File: src/rtl/gpio_bank_pkg.sv
package gpio_bank_pkg;
  localparam int DATA_W = 32;
  localparam int ADDR_W = 3;

  typedef enum logic [ADDR_W-1:0] {
    A_OUT  = 3'd0,
    A_OE   = 3'd1,
    A_IN   = 3'd2,
    A_TYPE = 3'd3,
    A_POL  = 3'd4,
    A_EN   = 3'd5,
    A_CLR  = 3'd6,
    A_STAT = 3'd7
  } regAddr_e;

  typedef struct packed {
    logic             wrOut;
    logic             wrOe;
    logic             wrType;
    logic             wrPol;
    logic             wrEn;
    logic             wrClr;
    logic [ADDR_W-1:0] rdSel;
  } ctlStrobes_t;
endpackage

File: src/rtl/gpio_bank_ctrl.sv
module gpio_bank_ctrl
  import gpio_bank_pkg::*;
(
  input  logic              busWe,
  input  logic [ADDR_W-1:0] busAddr,
  output ctlStrobes_t       strobes
);
  always_comb begin
    strobes       = '0;
    strobes.rdSel = busAddr;
    if (busWe) begin
      case (regAddr_e'(busAddr))
        A_OUT:   strobes.wrOut  = 1'b1;
        A_OE:    strobes.wrOe   = 1'b1;
        A_TYPE:  strobes.wrType = 1'b1;
        A_POL:   strobes.wrPol  = 1'b1;
        A_EN:    strobes.wrEn   = 1'b1;
        A_CLR:   strobes.wrClr  = 1'b1;
        default: ;
      endcase
    end
  end
endmodule

File: src/rtl/gpio_bank_dp.sv
module gpio_bank_dp
  import gpio_bank_pkg::*;
#(
  parameter int PIN_COUNT = 16
) (
  input  logic                 clk,
  input  logic                 rstN,
  input  ctlStrobes_t          strobes,
  input  logic [DATA_W-1:0]    busWdata,
  output logic [DATA_W-1:0]    busRdata,
  input  logic [PIN_COUNT-1:0] pinIn,
  output logic [PIN_COUNT-1:0] pinOut,
  output logic [PIN_COUNT-1:0] pinOe,
  output logic                 irqOut
);
  logic [PIN_COUNT-1:0] outQ, oeQ, typeQ, polQ, enQ, statQ;
  logic [PIN_COUNT-1:0] syncA, syncB, prevQ, hitVec, clrMask, wdat;
  logic                 irqQ;

  assign wdat    = busWdata[PIN_COUNT-1:0];
  assign clrMask = strobes.wrClr ? wdat : '0;

  // per-pin event detection from sampled values only
  for (genvar i = 0; i < PIN_COUNT; i++) begin : g_det
    logic rise, fall;
    assign rise      = syncB[i] & ~prevQ[i];
    assign fall      = ~syncB[i] & prevQ[i];
    assign hitVec[i] = typeQ[i] ? (polQ[i] ? rise : fall)
                                : (syncB[i] == polQ[i]);
  end

  always_ff @(posedge clk or negedge rstN) begin
    if (!rstN) begin
      outQ  <= '0;
      oeQ   <= '0;
      typeQ <= '1;
      polQ  <= '1;
      enQ   <= '0;
      statQ <= '0;
      syncA <= '0;
      syncB <= '0;
      prevQ <= '0;
      irqQ  <= 1'b0;
    end else begin
      if (strobes.wrOut)  outQ  <= wdat;
      if (strobes.wrOe)   oeQ   <= wdat;
      if (strobes.wrType) typeQ <= wdat;
      if (strobes.wrPol)  polQ  <= wdat;
      if (strobes.wrEn)   enQ   <= wdat;
      syncA <= pinIn;
      syncB <= syncA;
      prevQ <= syncB;
      statQ <= (statQ & ~clrMask) | hitVec;
      irqQ  <= |(statQ & enQ);
    end
  end

  always_comb begin
    busRdata = '0;
    case (regAddr_e'(strobes.rdSel))
      A_OUT:   busRdata[PIN_COUNT-1:0] = outQ;
      A_OE:    busRdata[PIN_COUNT-1:0] = oeQ;
      A_IN:    busRdata[PIN_COUNT-1:0] = syncB;
      A_TYPE:  busRdata[PIN_COUNT-1:0] = typeQ;
      A_POL:   busRdata[PIN_COUNT-1:0] = polQ;
      A_EN:    busRdata[PIN_COUNT-1:0] = enQ;
      A_STAT:  busRdata[PIN_COUNT-1:0] = statQ;
      default: busRdata = '0;
    endcase
  end

  assign pinOut = outQ;
  assign pinOe  = oeQ;
  assign irqOut = irqQ;
endmodule

File: src/rtl/gpio_irq_bank.sv
module gpio_irq_bank
  import gpio_bank_pkg::*;
#(
  parameter int PIN_COUNT = 16
) (
  input  logic                 clk,
  input  logic                 rstN,
  input  logic                 busWe,
  input  logic [ADDR_W-1:0]    busAddr,
  input  logic [DATA_W-1:0]    busWdata,
  output logic [DATA_W-1:0]    busRdata,
  input  logic [PIN_COUNT-1:0] pinIn,
  output logic [PIN_COUNT-1:0] pinOut,
  output logic [PIN_COUNT-1:0] pinOe,
  output logic                 irqOut
);
  ctlStrobes_t strobes;

  gpio_bank_ctrl u_ctrl (
    .busWe   (busWe),
    .busAddr (busAddr),
    .strobes (strobes)
  );

  gpio_bank_dp #(.PIN_COUNT(PIN_COUNT)) u_dp (
    .clk      (clk),
    .rstN     (rstN),
    .strobes  (strobes),
    .busWdata (busWdata),
    .busRdata (busRdata),
    .pinIn    (pinIn),
    .pinOut   (pinOut),
    .pinOe    (pinOe),
    .irqOut   (irqOut)
  );
endmodule

File: config.mk
export PLATFORM = sky130hd
export DESIGN_NAME = gpio_irq_bank
export DESIGN_NICKNAME = d
export VERILOG_FILES = /design/src/rtl/gpio_bank_pkg.sv /design/src/rtl/gpio_bank_ctrl.sv /design/src/rtl/gpio_bank_dp.sv /design/src/rtl/gpio_irq_bank.sv
export SDC_FILE = /design/constraint.sdc
export NUM_CORES = 1
export LEC_CHECK = 0
export ABC_AREA = 1
export BUFFER_PORTS_ARGS = -buffer_cell sky130_fd_sc_hd__buf_2
export CORE_ASPECT_RATIO = 0.5
export CORE_MARGIN = 4
export CORE_UTILIZATION = 45
export DETAILED_ROUTE_END_ITERATION = 6
export MAX_ROUTING_LAYER = met4
export PLACE_DENSITY = 0.67
export SETUP_SLACK_MARGIN = 0.1
export SYNTH_ARGS = -nofsm -noshare
export SYNTH_HDL_FRONTEND = slang
export SYNTH_HIERARCHICAL = 1
export SYNTH_SLANG_ARGS = --single-unit
export TNS_END_PERCENT = 30
File: constraint.sdc
create_clock -name clk -period 2.7 [get_ports clk]
set_input_delay 0.135 -clock clk [delete_from_list [all_inputs] [get_ports clk]]
set_output_delay 0.135 -clock clk [all_outputs]
set_load 0.02 [all_outputs]
Word-level counts from Yosys, hierarchy flattened
Cells that the tools add are included.
{"block": "word_totals", "word_cells": 144, "register_bits": 145}
{"block": "op_classes", "bitwise": 68, "n_eq_ne": 23, "n_reduce_logical": 2, "muxes": 41}
{"operator": "$pmux W16 S7", "n": 1}
{"operator": "$mux W1", "n": 38}
{"operator": "$and A1 B1 Y1", "n": 32}
{"operator": "$and A16 B16 Y16", "n": 2}
{"operator": "$not A1 Y1", "n": 32}
{"operator": "$eq A1 B1 Y1", "n": 16}
{"operator": "$mux W16", "n": 1}
{"operator": "$not A16 Y16", "n": 1}
{"operator": "$or A16 B16 Y16", "n": 1}
{"operator": "$reduce_or A16 Y1", "n": 1}
{"operator": "$eq A3 B3 Y1 const B", "n": 4}
{"operator": "$eq A3 B2 Y1 const B", "n": 2}
{"operator": "$mux W6", "n": 1}
{"operator": "$eq A3 B1 Y1 const B", "n": 1}
{"operator": "$logic_not A3 Y1", "n": 1}

Depth between registers and ports, before layout
{"block": "depth", "depth_word": 7, "mapped_depth": 8, "mapped_depth_nobuf": 6}

Modules after synthesis
The synthesis kept the hierarchy.
{"mod": "gpio_bank_dp", "instances": 1, "cells_each": 696, "area_each_um2": 6517.5}
{"mod": "gpio_bank_ctrl", "instances": 1, "cells_each": 18, "area_each_um2": 78.8}

Worst setup path before layout
OpenSTA, ideal clock, no wires.
{"block": "synth_timing", "path_type": "input to output", "startpoint": "in busAddr[0]", "endpoint": "out busRdata[13]", "cell_stages": 8, "n_path_buf": 4, "setup_slack_ns": 1.505, "arrival_ns": 1.060, "path_cell_list": "buf_4 > buf_4 > buf_2 > buf_4 > nand4_1 > nand2_1 > nor2_1 > nand2_1"}
{"block": "synth_via", "elab_chain_cells": 2, "elab_cells_between_ends": 8, "classes_between": "6 x eq/ne; 1 x mux; 1 x reduce/logical"}
{"item": "start: declaration", "line_no": "gpio_irq_bank.sv:9", "text": "input logic [ADDR_W-1:0] busAddr,"}
{"item": "$eq A3 B3 Y1, or another cell as far along", "line_no": "gpio_bank_dp.sv:60", "text": "case (regAddr_e'(strobes.rdSel))"}
{"item": "$pmux W16 S7 *", "line_no": "gpio_bank_dp.sv:60"}
{"item": "end: declaration", "line_no": "gpio_irq_bank.sv:11", "text": "output logic [DATA_W-1:0] busRdata,"}
Mark *: on every way between the ends. The rest lies on a longest branch, timed or not.

Final worst setup path
{"block": "layout_timing", "startpoint": "in busAddr[0]", "endpoint": "out busRdata[5]"}
Same word-level chain as after synthesis.

==> results.yml <==
clocking:
  cts_tree: "built"
  cts_resized: 0
  clkLatencyLatePin_ns: 0.42
  cts_setup_buffers: 0
  clk_pin_slew_worst_paths_ns: 0.06
  htree_levels: 4
  cts_sinks: 145
  root_buffer: "clkbuf_16"
  numCtsBuffers: 17
  ctsHoldBuffers: 31
  clk_path_buf_depth: 2
finish:
  area_delta_synth_final_pct: 22.2
  post-route-cell-area_um2: 8060
  multi_input_area_um2: 2510
  finalNonFillerCells: 1027
  seq_area_um2: 3670
  fin_nets: 876
  nFillCells: 1185
  drive_gt1_frac: 0.265
  antenna_cells: 0
  utilization: 0.579
detailed_routing:
  drt_iter0_drc: 485
  vias: 5534
  firstDrtPassIters: 5
  routedWlPerCell_um: 16.4
  route.antenna.remaining_nets: 0
  viasPerCell: 5.39
  routed_wl_um: 16800
  drc: 0
placement:
  dp_cells: 964
  dp_hpwl_um: 10800
  finalWeightedCongestion: 0.844
  port_buffers: 86
  dpl_cell_area_um2: 7140
grt:
  antenna_found_initial: 0
  grt_pass1_vias: 5263
  grt_max_degree: 62
  grt_use_total: 0.215
  overflow: 0
  grt_pass1_wl_um: 27200
worst_setup_path:
  r2r_slack_ns: 1.63
  endpoint: "busRdata[5]"
  r2r-end: "u_dp/statQ[14]"
  worstSetupStartpointType: "input port"
  cp_max_fo: 53
  crit_start: "busAddr[0]"
  r2r.worst_path.cells: 3
  critPathKind: "input port to output pin"
  crit_arrival_ns: 1.94
  worstSetupEndpointType: "output pin"
  worstReg2RegStart: "u_dp/typeQ[14]"
  cp.required_ns: 2.57
synth:
  syn_area_per_cell_um2: 9.24
  synthDistinctLibCells: 17
  yosys_warnings: 6
  netlist_area_um2: 6600
  synth_seq_area_share: 0.556
  netlist_instances: 714
  synth_seq_cells: 145
timing:
  rsz0062_at_grt: "no"
  clock-skew-final_ns: 0.00742
  slew_viol_final: 0
  setup_viol: 0
  relSlewSlack: 0.432
  fmax_mhz: 482
  tightest_slew_ns: 0.849
  hold_violations: 0
  setup-tns-final_ns: 0
  min_period_ns: 2.08
  timing.final.crit_share: 0.769
die:
  dieArea_um2: 16800
  dieHeight_um: 93.6
  core_um2: 13900
  die_w_um: 179
  boundaryPins: 119
  start_util: 0.474
  row_count: 30
power_and_ir_drop:
  power.total_mw: 6.34
  irDropWorstVdd_v: 0.000433
  power.leakage_nw: 3.79
  powerDensity_nw_per_um2: 787
status:
  status: "finished, final reports clean"
min_path:
  hold_path.class: "input port to register"
flow_run:
  max_cap_viol_count: 0
-- per-layer routing --
metal  vias to the layer above  part of all wire  global-route usage
met2                       215              0.45               0.317
met1                      2716              0.47               0.300
met5                         -                 0                   -
met4                         0             0.015              0.0785
li1                       2581                 -                   -
met3                        22             0.065              0.0392
-- cells in the mapped netlist (all sizes together) --
library cell	number	share of area
buf	45	0.042
clkbuf	15	0.0085
conb	1	0.00057
dfrtp	113	0.43
dfstp	32	0.13
inv	38	0.022
mux2	48	0.082
nand2	167	0.095
nand3	66	0.051
nand4	68	0.064
nor2	73	0.042
o21ai	48	0.036
-- cells in the final DEF, fill, tap and decap left out, drive strengths merged, types with 5 or more instances in the layout --
| cell type | Yosys | routed |
|---|---|---|
| nand2 | 167 | 167 |
| dfrtp | 113 | 113 |
| buf | 45 | 103 |
| nor2 | 73 | 73 |
| nand4 | 68 | 68 |
| nand3 | 66 | 66 |
| o21ai | 48 | 48 |
| mux2 | 48 | 48 |
| inv | 38 | 42 |
| dfstp | 32 | 32 |
| dlygate4sd3 | 0 | 31 |
| clkbuf | 15 | 18 |
| conb | 1 | 16 |
| clkinvlp | 0 | 5 |
-- final cells by class --
cell class              count  area share
repair buffers            134       0.110
clock inverters            14      0.0224
multi-input cells         486       0.311
flip-flops and latches    145       0.455
clock buffers              18      0.0533
inverters                  38      0.0177
well taps                 192      0.0298
-- critical path, cell delays in order --
cell and delay [ns]:
buf_2 0.10, buf_4 0.50, inv_1 0.57, nand4_1 0.25, nand2_1 0.06, nor2_1 0.09
nand2_1 0.07, buf_2 0.16
-- how the worst min path moves through the flow --
stage                            start  cells past startpoint  slack, ns              to
after floorplan                   rstN                      0      -0.16     u_dp/enQ[0]
after detailed placement          rstN                      1       0.15  u_dp/syncA[11]
final                     busWdata[14]                      3       0.02  u_dp/typeQ[14]
after CTS                 busWdata[14]                      3      0.005  u_dp/typeQ[14]
after global placement            rstN                      1       0.14  u_dp/syncA[11]
after global routing       busWdata[7]                      3       0.02   u_dp/typeQ[7]
-- cells by family (layout without fill, tap and decap cells) --
group,count (synthesis),count (layout),share of synthesized area
AND/OR/NAND/NOR,374,374,0.252
other,1,16,0.000568
flip-flops,145,145,0.556
buffers and inverters,98,204,0.0726
AO/OA/AOI/OAI,48,48,0.0364
multiplexers,48,48,0.0819
-- state kept, by name (all words and copies together), names as in the netlist --
name	count
u_dp/syncA	16
u_dp/prevQ	16
u_dp/typeQ	16
u_dp/pinOut	16
u_dp/pinOe	16
u_dp/enQ	16
u_dp/irqOut	1
u_dp/statQ	16
u_dp/polQ	16
u_dp/syncB	16
-- through the flow --
stage	setup WS (ns)	hold slack, ns
floorplan	1.50	-0.161
global placement	0.686	0.144
detailed placement	0.653	0.152
CTS	0.659	0.00535
global route	0.453	0.0174
finish	0.624	0.0200
-- power by group --
group          total, mW  switching [mW]  leakage, nW  internal [mW]
combinational       1.11           0.688         1.88          0.425
sequential          2.80           0.232         1.63           2.56
clock               2.43           0.962        0.280           1.47
total               6.34            1.88         3.79           4.46
Power figures use the tool's default switching activity.
